### src/rtl/smc_pkg.sv
package smc_pkg;

  localparam logic [15:0] UNLOCK_KEY = 16'hA05F;
  localparam logic [5:0]  LOCK_OFS   = 6'h20;

  typedef enum logic [1:0] {ST_IDLE, ST_ACC, ST_SCAP, ST_RESP} smc_state_e;

  // cycles per beat from the 4-bit wait code, saturating at 16
  function automatic logic [4:0] wait_len(input logic [3:0] code);
    if (code >= 4'hE) return 5'd16;
    return {1'b0, code} + 5'd2;
  endfunction

  // log2 of bus width in bytes; reserved 11 acts as 32-bit
  function automatic logic [1:0] width_log(input logic [1:0] code);
    if (code == 2'b00) return 2'd0;
    if (code == 2'b01) return 2'd1;
    return 2'd2;
  endfunction

  function automatic logic [1:0] last_beat(input logic [1:0] size, input logic [1:0] wl);
    logic [1:0] sl;
    sl = size[1] ? 2'd2 : {1'b0, size[0]};
    if (sl <= wl) return 2'd0;
    return ((sl - wl) == 2'd2) ? 2'd3 : 2'd1;
  endfunction

  function automatic logic [31:0] merge_beat(input logic [31:0] acc, input logic [31:0] rd,
                                             input logic [1:0] wl, input logic [1:0] beat);
    logic [31:0] r;
    r = acc;
    case (wl)
      2'd0:    r[{beat, 3'b000} +: 8]    = rd[7:0];
      2'd1:    r[{beat[0], 4'b0000} +: 16] = rd[15:0];
      default: r = rd;
    endcase
    return r;
  endfunction

endpackage

### src/rtl/smc_rst_sync.sv
module smc_rst_sync (
  input  logic clk,
  input  logic rst_n,
  output logic rst_n_o
);
  logic [1:0] sync_q;

  always_ff @(posedge clk or negedge rst_n) begin
    if (!rst_n) sync_q <= 2'b00;
    else        sync_q <= {sync_q[0], 1'b1};
  end

  assign rst_n_o = sync_q[1];
endmodule

### src/rtl/smc_cfg_regs.sv
module smc_cfg_regs
  import smc_pkg::*;
#(
  parameter int               N_CS    = 4,
  parameter logic [N_CS*8-1:0] CFG_RST = '0
) (
  input  logic              clk,
  input  logic              rst_n,
  input  logic              reg_en,
  input  logic              reg_we,
  input  logic [5:0]        reg_addr,
  input  logic [15:0]       reg_wdata,
  output logic [31:0]       reg_rdata,
  output logic [N_CS*8-1:0] cfg_o
);
  logic [N_CS*8-1:0] cfg_q, cfg_d;
  logic              locked_q, locked_d;
  logic              wr, lock_hit, cfg_hit, cfg_en, lock_en;
  logic [2:0]        idx;

  assign wr       = reg_en & reg_we;
  assign idx      = reg_addr[4:2];
  assign lock_hit = (reg_addr == LOCK_OFS);
  assign cfg_hit  = !reg_addr[5] && (reg_addr[1:0] == 2'b00) && (int'(idx) < N_CS);
  assign cfg_en   = wr & cfg_hit & ~locked_q;
  assign lock_en  = wr & (lock_hit | cfg_hit);

  always_comb begin
    cfg_d    = cfg_q;
    locked_d = locked_q;
    if (wr && lock_hit) begin
      locked_d = (reg_wdata != UNLOCK_KEY);
    end else if (cfg_en) begin
      locked_d = 1'b1;
      for (int i = 0; i < N_CS; i++)
        if (idx == 3'(i)) cfg_d[i*8 +: 8] = reg_wdata[7:0];
    end
  end

  always_comb begin
    reg_rdata = '0;
    if (lock_hit) reg_rdata[0] = locked_q;
    for (int i = 0; i < N_CS; i++)
      if (cfg_hit && idx == 3'(i)) reg_rdata[7:0] = cfg_q[i*8 +: 8];
  end

  always_ff @(posedge clk or negedge rst_n) begin
    if (!rst_n) begin
      cfg_q    <= CFG_RST;
      locked_q <= 1'b1;
    end else begin
      if (cfg_en)  cfg_q    <= cfg_d;
      if (lock_en) locked_q <= locked_d;
    end
  end

  assign cfg_o = cfg_q;


  locked_write_ignored_chk: assert property (@(posedge clk) disable iff (!rst_n)
    (wr && cfg_hit && locked_q) |=> $stable(cfg_q));


  unlock_single_use_chk: assert property (@(posedge clk) disable iff (!rst_n)
    (wr && cfg_hit && !locked_q) |=> locked_q);
endmodule

### src/rtl/smc_seq.sv
module smc_seq
  import smc_pkg::*;
#(
  parameter int N_CS       = 4,
  parameter int REGION_LSB = 24,
  localparam int CS_W      = $clog2(N_CS),
  localparam int AW        = REGION_LSB + CS_W
) (
  input  logic                  clk,
  input  logic                  rst_n,
  input  logic [N_CS*8-1:0]     cfg_i,
  input  logic                  req_valid,
  output logic                  req_ready,
  input  logic                  req_write,
  input  logic [AW-1:0]         req_addr,
  input  logic [1:0]            req_size,
  input  logic [31:0]           req_wdata,
  output logic                  rsp_valid,
  output logic                  rsp_err,
  output logic [31:0]           rsp_rdata,
  output logic [N_CS-1:0]       mem_cs_n,
  output logic                  mem_oe_n,
  output logic                  mem_we_n,
  output logic [REGION_LSB-1:0] mem_addr,
  output logic [31:0]           mem_wdata,
  input  logic [31:0]           mem_rdata
);
  smc_state_e            st_q, st_d;
  logic [CS_W-1:0]       rgn_q, rgn_d, region;
  logic [7:0]            cfg_q, cfg_d, sel_cfg;
  logic                  wr_q, wr_d, err_q, err_d;
  logic [REGION_LSB-1:0] base_q, base_d;
  logic [31:0]           wdat_q, wdat_d, data_q, data_d;
  logic [4:0]            cnt_q, cnt_d, len;
  logic [1:0]            beat_q, beat_d, last_q, last_d, wl;
  logic [2:0]            ofs;
  logic [4:0]            sh;
  logic                  active;

  assign region = req_addr[REGION_LSB +: CS_W];
  assign len    = wait_len(cfg_q[7:4]);
  assign wl     = width_log(cfg_q[1:0]);

  always_comb begin
    sel_cfg = '0;
    for (int i = 0; i < N_CS; i++)
      if (region == CS_W'(i)) sel_cfg = cfg_i[i*8 +: 8];
  end

  always_comb begin
    st_d = st_q;   rgn_d = rgn_q;   cfg_d = cfg_q;   wr_d = wr_q;
    err_d = err_q; base_d = base_q; wdat_d = wdat_q; data_d = data_q;
    cnt_d = cnt_q; beat_d = beat_q; last_d = last_q;
    case (st_q)
      ST_IDLE: if (req_valid) begin
        rgn_d  = region;
        cfg_d  = sel_cfg;
        wr_d   = req_write;
        base_d = req_addr[REGION_LSB-1:0];
        wdat_d = req_wdata;
        data_d = '0;
        cnt_d  = '0;
        beat_d = '0;
        last_d = last_beat(req_size, width_log(sel_cfg[1:0]));
        err_d  = req_write & ~sel_cfg[2];
        st_d   = (req_write && !sel_cfg[2]) ? ST_RESP : ST_ACC;
      end
      ST_ACC: begin
        if (cnt_q == len - 5'd1) begin
          cnt_d = '0;
          if (!wr_q && cfg_q[3]) begin
            st_d = ST_SCAP;
          end else begin
            if (!wr_q) data_d = merge_beat(data_q, mem_rdata, wl, beat_q);
            if (beat_q == last_q) st_d = ST_RESP;
            else                  beat_d = beat_q + 2'd1;
          end
        end else begin
          cnt_d = cnt_q + 5'd1;
        end
      end
      ST_SCAP: begin
        data_d = merge_beat(data_q, mem_rdata, wl, beat_q);
        if (beat_q == last_q) begin
          st_d = ST_RESP;
        end else begin
          beat_d = beat_q + 2'd1;
          st_d   = ST_ACC;
        end
      end
      default: st_d = ST_IDLE;
    endcase
  end

  always_ff @(posedge clk or negedge rst_n) begin
    if (!rst_n) begin
      st_q <= ST_IDLE; rgn_q <= '0; cfg_q <= '0; wr_q <= 1'b0; err_q <= 1'b0;
      base_q <= '0; wdat_q <= '0; data_q <= '0; cnt_q <= '0; beat_q <= '0; last_q <= '0;
    end else begin
      st_q <= st_d; rgn_q <= rgn_d; cfg_q <= cfg_d; wr_q <= wr_d; err_q <= err_d;
      base_q <= base_d; wdat_q <= wdat_d; data_q <= data_d; cnt_q <= cnt_d;
      beat_q <= beat_d; last_q <= last_d;
    end
  end

  always_comb begin
    case (wl)
      2'd0:    begin ofs = {1'b0, beat_q};        sh = {beat_q, 3'b000};    end
      2'd1:    begin ofs = {beat_q[0], 2'b00} >> 1; sh = {beat_q[0], 4'b0000}; end
      default: begin ofs = 3'd0;                  sh = 5'd0;                end
    endcase
  end

  assign active    = (st_q == ST_ACC) || (st_q == ST_SCAP);
  assign req_ready = (st_q == ST_IDLE);
  assign rsp_valid = (st_q == ST_RESP);
  assign rsp_err   = rsp_valid & err_q;
  assign rsp_rdata = data_q;
  assign mem_cs_n  = active ? ~(N_CS'(1) << rgn_q) : '1;
  assign mem_oe_n  = ~(active & ~wr_q);
  assign mem_we_n  = ~((st_q == ST_ACC) & wr_q);
  assign mem_addr  = base_q + REGION_LSB'(ofs);
  assign mem_wdata = wdat_q >> sh;


  wp_reject_chk: assert property (@(posedge clk) disable iff (!rst_n)
    (req_ready && req_valid && req_write && !sel_cfg[2]) |=> (rsp_valid && rsp_err));


  one_cs_chk: assert property (@(posedge clk) disable iff (!rst_n) $onehot0(~mem_cs_n));


  oe_we_excl_chk: assert property (@(posedge clk) disable iff (!rst_n) !(!mem_oe_n && !mem_we_n));


  strobe_needs_cs_chk: assert property (@(posedge clk) disable iff (!rst_n)
    (!mem_oe_n || !mem_we_n) |-> !(&mem_cs_n));


  rsp_pulse_chk: assert property (@(posedge clk) disable iff (!rst_n) rsp_valid |=> !rsp_valid);
endmodule

### src/rtl/smc_top.sv
module smc_top
  import smc_pkg::*;
#(
  parameter int                N_CS       = 4,
  parameter int                REGION_LSB = 24,
  parameter logic [N_CS*8-1:0] CFG_RST    = 32'hF6_2E_F2_F2,
  localparam int               CS_W       = $clog2(N_CS),
  localparam int               AW         = REGION_LSB + CS_W
) (
  input  logic                  clk,
  input  logic                  rst_n,
  input  logic                  reg_en,
  input  logic                  reg_we,
  input  logic [5:0]            reg_addr,
  input  logic [15:0]           reg_wdata,
  output logic [31:0]           reg_rdata,
  input  logic                  req_valid,
  output logic                  req_ready,
  input  logic                  req_write,
  input  logic [AW-1:0]         req_addr,
  input  logic [1:0]            req_size,
  input  logic [31:0]           req_wdata,
  output logic                  rsp_valid,
  output logic                  rsp_err,
  output logic [31:0]           rsp_rdata,
  output logic [N_CS-1:0]       mem_cs_n,
  output logic                  mem_oe_n,
  output logic                  mem_we_n,
  output logic [REGION_LSB-1:0] mem_addr,
  output logic [31:0]           mem_wdata,
  input  logic [31:0]           mem_rdata
);
  logic              srst_n;
  logic [N_CS*8-1:0] cfg;

  smc_rst_sync u_rst (.clk(clk), .rst_n(rst_n), .rst_n_o(srst_n));

  smc_cfg_regs #(.N_CS(N_CS), .CFG_RST(CFG_RST)) u_regs (
    .clk(clk), .rst_n(srst_n), .reg_en(reg_en), .reg_we(reg_we), .reg_addr(reg_addr),
    .reg_wdata(reg_wdata), .reg_rdata(reg_rdata), .cfg_o(cfg));

  smc_seq #(.N_CS(N_CS), .REGION_LSB(REGION_LSB)) u_seq (
    .clk(clk), .rst_n(srst_n), .cfg_i(cfg), .req_valid(req_valid), .req_ready(req_ready),
    .req_write(req_write), .req_addr(req_addr), .req_size(req_size), .req_wdata(req_wdata),
    .rsp_valid(rsp_valid), .rsp_err(rsp_err), .rsp_rdata(rsp_rdata), .mem_cs_n(mem_cs_n),
    .mem_oe_n(mem_oe_n), .mem_we_n(mem_we_n), .mem_addr(mem_addr), .mem_wdata(mem_wdata),
    .mem_rdata(mem_rdata));
endmodule

### config.mk
export PLATFORM = sky130hd
export DESIGN_NAME = smc_top
export DESIGN_NICKNAME = d
export VERILOG_FILES = /design/src/rtl/smc_pkg.sv /design/src/rtl/smc_rst_sync.sv /design/src/rtl/smc_cfg_regs.sv /design/src/rtl/smc_seq.sv /design/src/rtl/smc_top.sv
export SDC_FILE = /design/constraint.sdc
export NUM_CORES = 1
export LEC_CHECK = 0
export BUFFER_PORTS_ARGS = -buffer_cell sky130_fd_sc_hd__buf_2
export CAP_MARGIN = 20
export CORE_ASPECT_RATIO = 1.4
export CORE_MARGIN = 5
export CORE_UTILIZATION = 36
export DETAILED_ROUTE_END_ITERATION = 12
export PLACE_DENSITY_LB_ADDON = 0.05
export SKIP_CTS_REPAIR_TIMING = 1
export SYNTH_ARGS = -nofsm -noshare
export SYNTH_HDL_FRONTEND = slang
export SYNTH_SLANG_ARGS = --single-unit
### constraint.sdc
create_clock -name clk -period 10.8 [get_ports clk]
set_clock_uncertainty 0.2 [all_clocks]
set_input_delay 1.08 -clock clk [delete_from_list [all_inputs] [get_ports clk]]
set_output_delay 1.08 -clock clk [all_outputs]
set_load 0.05 [all_outputs]
After elaboration in Yosys (flattened, before gate mapping)
Index checks and enable logic that the tools add are counted.

Bits in registers: 146. Input bits: 120. Logic and storage cells: 172. Output and inout bits: 129.

Equality and inequality tests: 22. Reduce and logical (&&, ||, !) cells: 33. Multiplexer cells: 67. Shift operators: 6. Add/subtract/negate cells: 8. Bitwise logic cells: 16. Order comparisons: 3.

Operators with widths (count): 32-bit 2-to-1 mux (4); 32-bit one-hot mux with 3 select lines (1); 32-bit bitwise mux (2); 8-bit 2-to-1 mux (8); 32-bit one-hot mux with 2 select lines (1); 2-bit 2-to-1 mux (24); 16-bit by 7-bit variable shift with 32-bit output, first input constant (1); 8-bit by 7-bit variable shift with 32-bit output, first input constant (1); 16-bit by 7-bit indexed part select with 32-bit output (1); 8-bit by 7-bit indexed part select with 32-bit output (1); 32-bit by 5-bit right shift with 32-bit output (1); 24-bit by 2-bit adder with 24-bit output (1); 5-bit 2-to-1 mux (4); 5-bit one-hot mux with 2 select lines (2); 1-bit 2-to-1 mux (17); 16-bit != test, second input constant (1); 3-bit AND reduction (5); 5-bit negator with 7-bit output (2); 2-bit logical NOT (6); 2-bit one-hot mux with 3 select lines (2); 2-bit by 1-bit == test with 1-bit output, second input constant (5); 2-bit == test, second input constant (5); 1-bit logical AND (9); 1-bit bitwise AND (8); other kinds (30) (43).

Logic depth before layout (Yosys ltp)
Word-level depth: 21. Gate-level depth with buffers: 13. Depth with buffers taken out: 11.

By module
A second synthesis with hierarchy kept.

Cells, all modules: 874. Area, all modules: 9191.3 um2.

Modules (own cells, without submodules): smc_seq (cells an instance 737, seq. area each 2752.6 um2, instances 1, area each 7250.7 um2); smc_cfg_regs (cells an instance 134, seq. area each 852.1 um2, instances 1, area each 1886.8 um2); smc_rst_sync (cells an instance 3, seq. area each 50.0 um2, instances 1, area each 53.8 um2).

Least setup slack after synthesis
OpenSTA, ideal clock, no wires.

Kind: register to output. Start: reg u_seq.beat_q[0]. End: out mem_addr[18]. Path buffers: 3. Path slack: 6.065 ns. Data arrival time: 3.455 ns. Stages on the path, launching flop included: 13. Data required time: 9.520 ns. Cell sequence: dfrtp_1 clkbuf_1 clkbuf_1 nand3_1 inv_1 clkbuf_1 ha_1 fa_1 and3_1 nor2b_1 nand4_1 nor2_1 xor2_1.

Cells in the longest elaborated chain, start to end: 2.

Ends and longest elaborated chain: start: declaration (RTL line smc_seq.sv:35) `logic [1:0] beat_q, beat_d, last_q, last_d, wl;`; start signal: assignment (RTL line smc_seq.sv:102) `beat_q <= beat_d; last_q <= last_d;`; 2-bit one-hot mux with 2 select lines (RTL line smc_seq.sv:107) `case (wl)`; 24-bit by 2-bit adder with 24-bit output (RTL line smc_seq.sv:122) `assign mem_addr = base_q + REGION_LSB'(ofs);`; end: declaration (RTL line smc_top.sv:29) `output logic [REGION_LSB-1:0] mem_addr,`.

No other way between the ends.

Worst setup path after layout
Start: reg u_seq.cfg_q[1]. End: out mem_addr[20].

Cells in the longest elaborated chain, start to end: 8. Elaborated cells on any way between the ends: 12. Classes of those cells: 1 x add/sub; 2 x eq/ne; 7 x mux; 2 x reduce/logical.

Ends and longest elaborated chain: start: declaration (RTL line smc_seq.sv:30) `logic [7:0] cfg_q, cfg_d, sel_cfg;`; start signal: assignment (RTL line smc_seq.sv:100) `st_q <= st_d; rgn_q <= rgn_d; cfg_q <= cfg_d; wr_q <= wr_d; err_q <= err_d;`; 2-bit by 1-bit == test with 1-bit output (RTL line smc_pkg.sv:17) `if (code == 2'b01) return 2'd1;`; 1-bit 2-to-1 mux (2 in a row) (RTL line smc_pkg.sv:17); 2-bit 2-to-1 mux (RTL line smc_pkg.sv:18) `return 2'd2;`; 2-bit 2-to-1 mux (*) (RTL line smc_pkg.sv:17); 2-bit by 1-bit == test with 1-bit output / 2-bit logical NOT (equally long branches) (RTL line smc_seq.sv:107); 2-bit one-hot mux with 2 select lines (*) (RTL line smc_seq.sv:107); 24-bit by 2-bit adder with 24-bit output (*) (RTL line smc_seq.sv:122).

Mark *: on every way between the ends. The rest lies on a longest branch, timed or not. The select of a mux whose other input is x is not followed.

==> summary.txt <==
STA
  – Minimum clock period: 5900 ps
  – Max_slew headroom: 29.5%
  – Post-route setup TNS: 0 ps
  – Final setup margin: 4900 ps
  – Fmax: 170 MHz
  – Slew Viols, Final: 0
  – Unrepaired setup endpoints after global routing: no
  – Worst hold margin: 156 ps
  – Fin crit share: 54.6%
  – Slew @ Worst Pin: 1060 ps
  – Hold Vio Cnt, Final: 0
  – # setup viols final: 0

Worst setup path
  – Crit Path Class: reg2out
  – CP startpoint: u_seq.cfg_q[1]
  – Crit start category: register
  – CP max stage delay: 760 ps
  – FF-to-FF Start: u_seq.cfg_q[5]
  – Reg2reg end: u_seq.rsp_rdata[17]
  – Setup crit end: mem_addr[20]
  – Crit end category: primary output
  – Critical path depth in cells: 13
  – CP max stage cell: nand3_1
  – CP required: 9520 ps
  – Worst Reg-to-Reg Cells: 9
  – Crit-path cells: buf_4 > inv_1 > nand3_1 > inv_1 > buf_4 > ha_1 > fa_1 > and3_1 > nor2b_1 > nand4_1 > nor2_1 > xor2_1 > buf_2
  – CP delay by family, top: simple AND/OR/NAND/NOR gates
  – CP max FO: 40
  – Buf+Inv Stages, Crit Path: 5
  – Data arrival, critical path: 4620 ps
  – FF-to-FF setup slack: 7170 ps

Layout
  – P&R area growth vs syn: 22.3%
  – Final net count: 1,179
  – Final core utilization: 44.7%
  – Most frequent cells in the layout: 224 x buf_2, 123 x dfrtp_1, 100 x nand2_1, 65 x mux2_2, 46 x nor2_1
  – Finished Layout Cells: 1,365
  – N_diodes: 0
  – Layout cells sized above 1: 36.7%
  – Final design instance area without fill: 10,800 um^2
  – Commonest non-fill, non-tap cell in the layout: buf_2

Place
  – HPWL Detailed: 19.2 mm
  – Area after detailed placement: 10,100 um^2
  – Setup WS pre-CTS: 5260 ps
  – PortBufs: 224
  – GP Congestion: 0.785
  – Placed insts: 1,331

Power and ir drop
  – P per Cell Area: 351 nW/um^2
  – Leakage: 5.14 nW
  – Total power: 3.78 mW
  – VDD IR-drop max: 0.250 mV

Routing
  – Routed vias: 7,162
  – Initial DRT Pass Iterations: 5
  – Drt initial violations: 384
  – WL per Instance: 19.3 um
  – DRC errors left: 0
  – Via/cell ratio: 5.25
  – DRT antenna net count: 0
  – Final wirelength: 26.4 mm

Die
  – IO Count: 249
  – Core region area: 24,100 um^2
  – Die Wd: 142 um
  – Area of the die: 27,700 um^2
  – Site Rows: 67
  – Initial core utilization: 36.6%
  – Die span in y: 195 um

Clock tree
  – CTS H-tree depth: 4
  – CTS clk-pin slew, worst paths: 60 ps
  – CTS tree: done
  – Clock Latency Late Sink: 420 ps
  – Cts bufs inserted: 17
  – Max clock buf depth: 2
  – CTS sink cnt: 145
  – Root buf cell: clkbuf_16

Job
  – Max-cap violations: 0

Logic synthesis
  – Share of the synthesized area in the top cell type: 35.3%
  – Top post-synthesis cells by area: dfrtp_1 35%, mux2_2 8.3%, dfstp_2 6.3%
  – Syn Inst Count: 836
  – Mapped Area: 8800 um^2
  – Synth Flop Type: dfrtp_1
  – Distinct cell type count after synthesis: 67
  – Yosys warns: 0
  – Syn avg cell area: 10.5 um^2
  – Register area share after synthesis: 41.5%
  – Dominant cell type by area after synthesis: dfrtp_1
  – Fraction of registers with async set or reset after synthesis: 100%
  – Synth Register Bits: 145
  – Number of synthesized flops with an enable pin: 0

Global route
  – Antenna violations before repair: 4
  – Vias in the first global route: 7,286
  – Remaining global-route overflow: 0
  – First-pass GRT wire length: 41.1 mm
  – GRT Util Overall: 18.8%
  – Largest net degree at the start of global routing: 76

Hold path
  – Worst min path class: reg2reg
  – Launch point of the worst hold path: u_rst.sync_q[0]

Outcome
  – Status: completed
worst min path at each step:
| stage | endpoint | slack, ps | cells past startpoint |
|---|---|---|---|
| 2_1_floorplan | u_rst.sync_q[1] | 130 | 0 |
| 3_3_place_gp | u_rst.sync_q[1] | 130 | 0 |
| 3_5_place_dp | u_rst.sync_q[1] | 140 | 0 |
| 4_1_cts | u_rst.sync_q[1] | 160 | 0 |
| 5_1_grt | u_rst.sync_q[1] | 160 | 0 |
| 6_report | u_rst.sync_q[1] | 160 | 0 |
cells in the mapped netlist, types with 4 or more instances:
cell      count
nand3_1      19
buf_4        24
o211a_1       8
o21ai_0      42
and2_1        9
mux4_2       15
nor3_1        8
a21o_1        5
a222oi_1      7
dfstp_2      21
and3_1       12
a21oi_1      21
a22oi_1       8
nand2b_1      4
mux2i_1      36
nand2_1     101
nor2_1       46
nor4b_1      12
nor2b_1       8
mux2_1       37
clkbuf_1     38
o21ai_1       9
o32ai_2       8
o221ai_1      8
mux2_2       65
nand4_1       4
dfrtp_1     124
inv_1        30
mux2_4        7
xor2_1       12
ha_1         16
a221o_1       8
xnor2_1      15
sequential cells by signal, summed over array words and instances, names as in the netlist:
register and cells:
u_seq.cfg_q 7, u_seq.cnt_q 5, u_regs.cfg_o 32, u_seq.rgn_q 2, u_regs.locked_q 1, u_seq.wdat_q 32
u_seq.wr_q 1, u_seq.err_q 1, u_seq.beat_q 2, u_seq.last_q 2, u_seq.rsp_rdata 32, u_seq.st_q 2
u_rst.sync_q 2, u_seq.base_q 24
worst reg2reg max path: cells and delay by family, from the launching register on:
family                   cells  cell delay [ps]
flip-flops                   1              440
AND/OR/NAND/NOR              3              330
AO/OA/AOI/OAI                2             1350
multiplexers                 2              670
XOR/XNOR                     1              200
adder cells (fa/ha/maj)      1              330
power by group:
group	internal [mW]	leakage, nW	switching [mW]
Combinational	0.665	3.04	1.57
Sequential	0.731	1.79	0.182
Clock	0.404	0.310	0.229
cells by family after synthesis:
group	share of synthesized area [%]
adders and majority gates	2.50
other	0.0853
xor gates and xnor gates	2.94
muxes	22.2
AOI/OAI and AO/OA	11.9
DFF	41.5
buffers and inverters	5.62
and+or+nand+nor	13.2
cell type report:
type | instances | area (um^2)
Timing Repair Buffer | 233 | 1210
Inverter | 32 | 120
Fill cell | 2342 | 13300
Clock inverter | 10 | 156
Tap cell | 310 | 388
Sequential cell | 145 | 3660
Multi-Input combinational cell | 613 | 4750
Clock buffer | 22 | 474
per-layer routing:
metal	share of wire, %	GRT usage [%]	wire length (um)	up-vias
met5	0.19	0	51	-
met4	1.9	5.51	494	8
met3	5.7	4.53	1500	36
met2	52	32.9	13800	219
met1	40	22.7	10500	3509
li1	-	-	-	3390
Power figures use the tool's default switching activity.
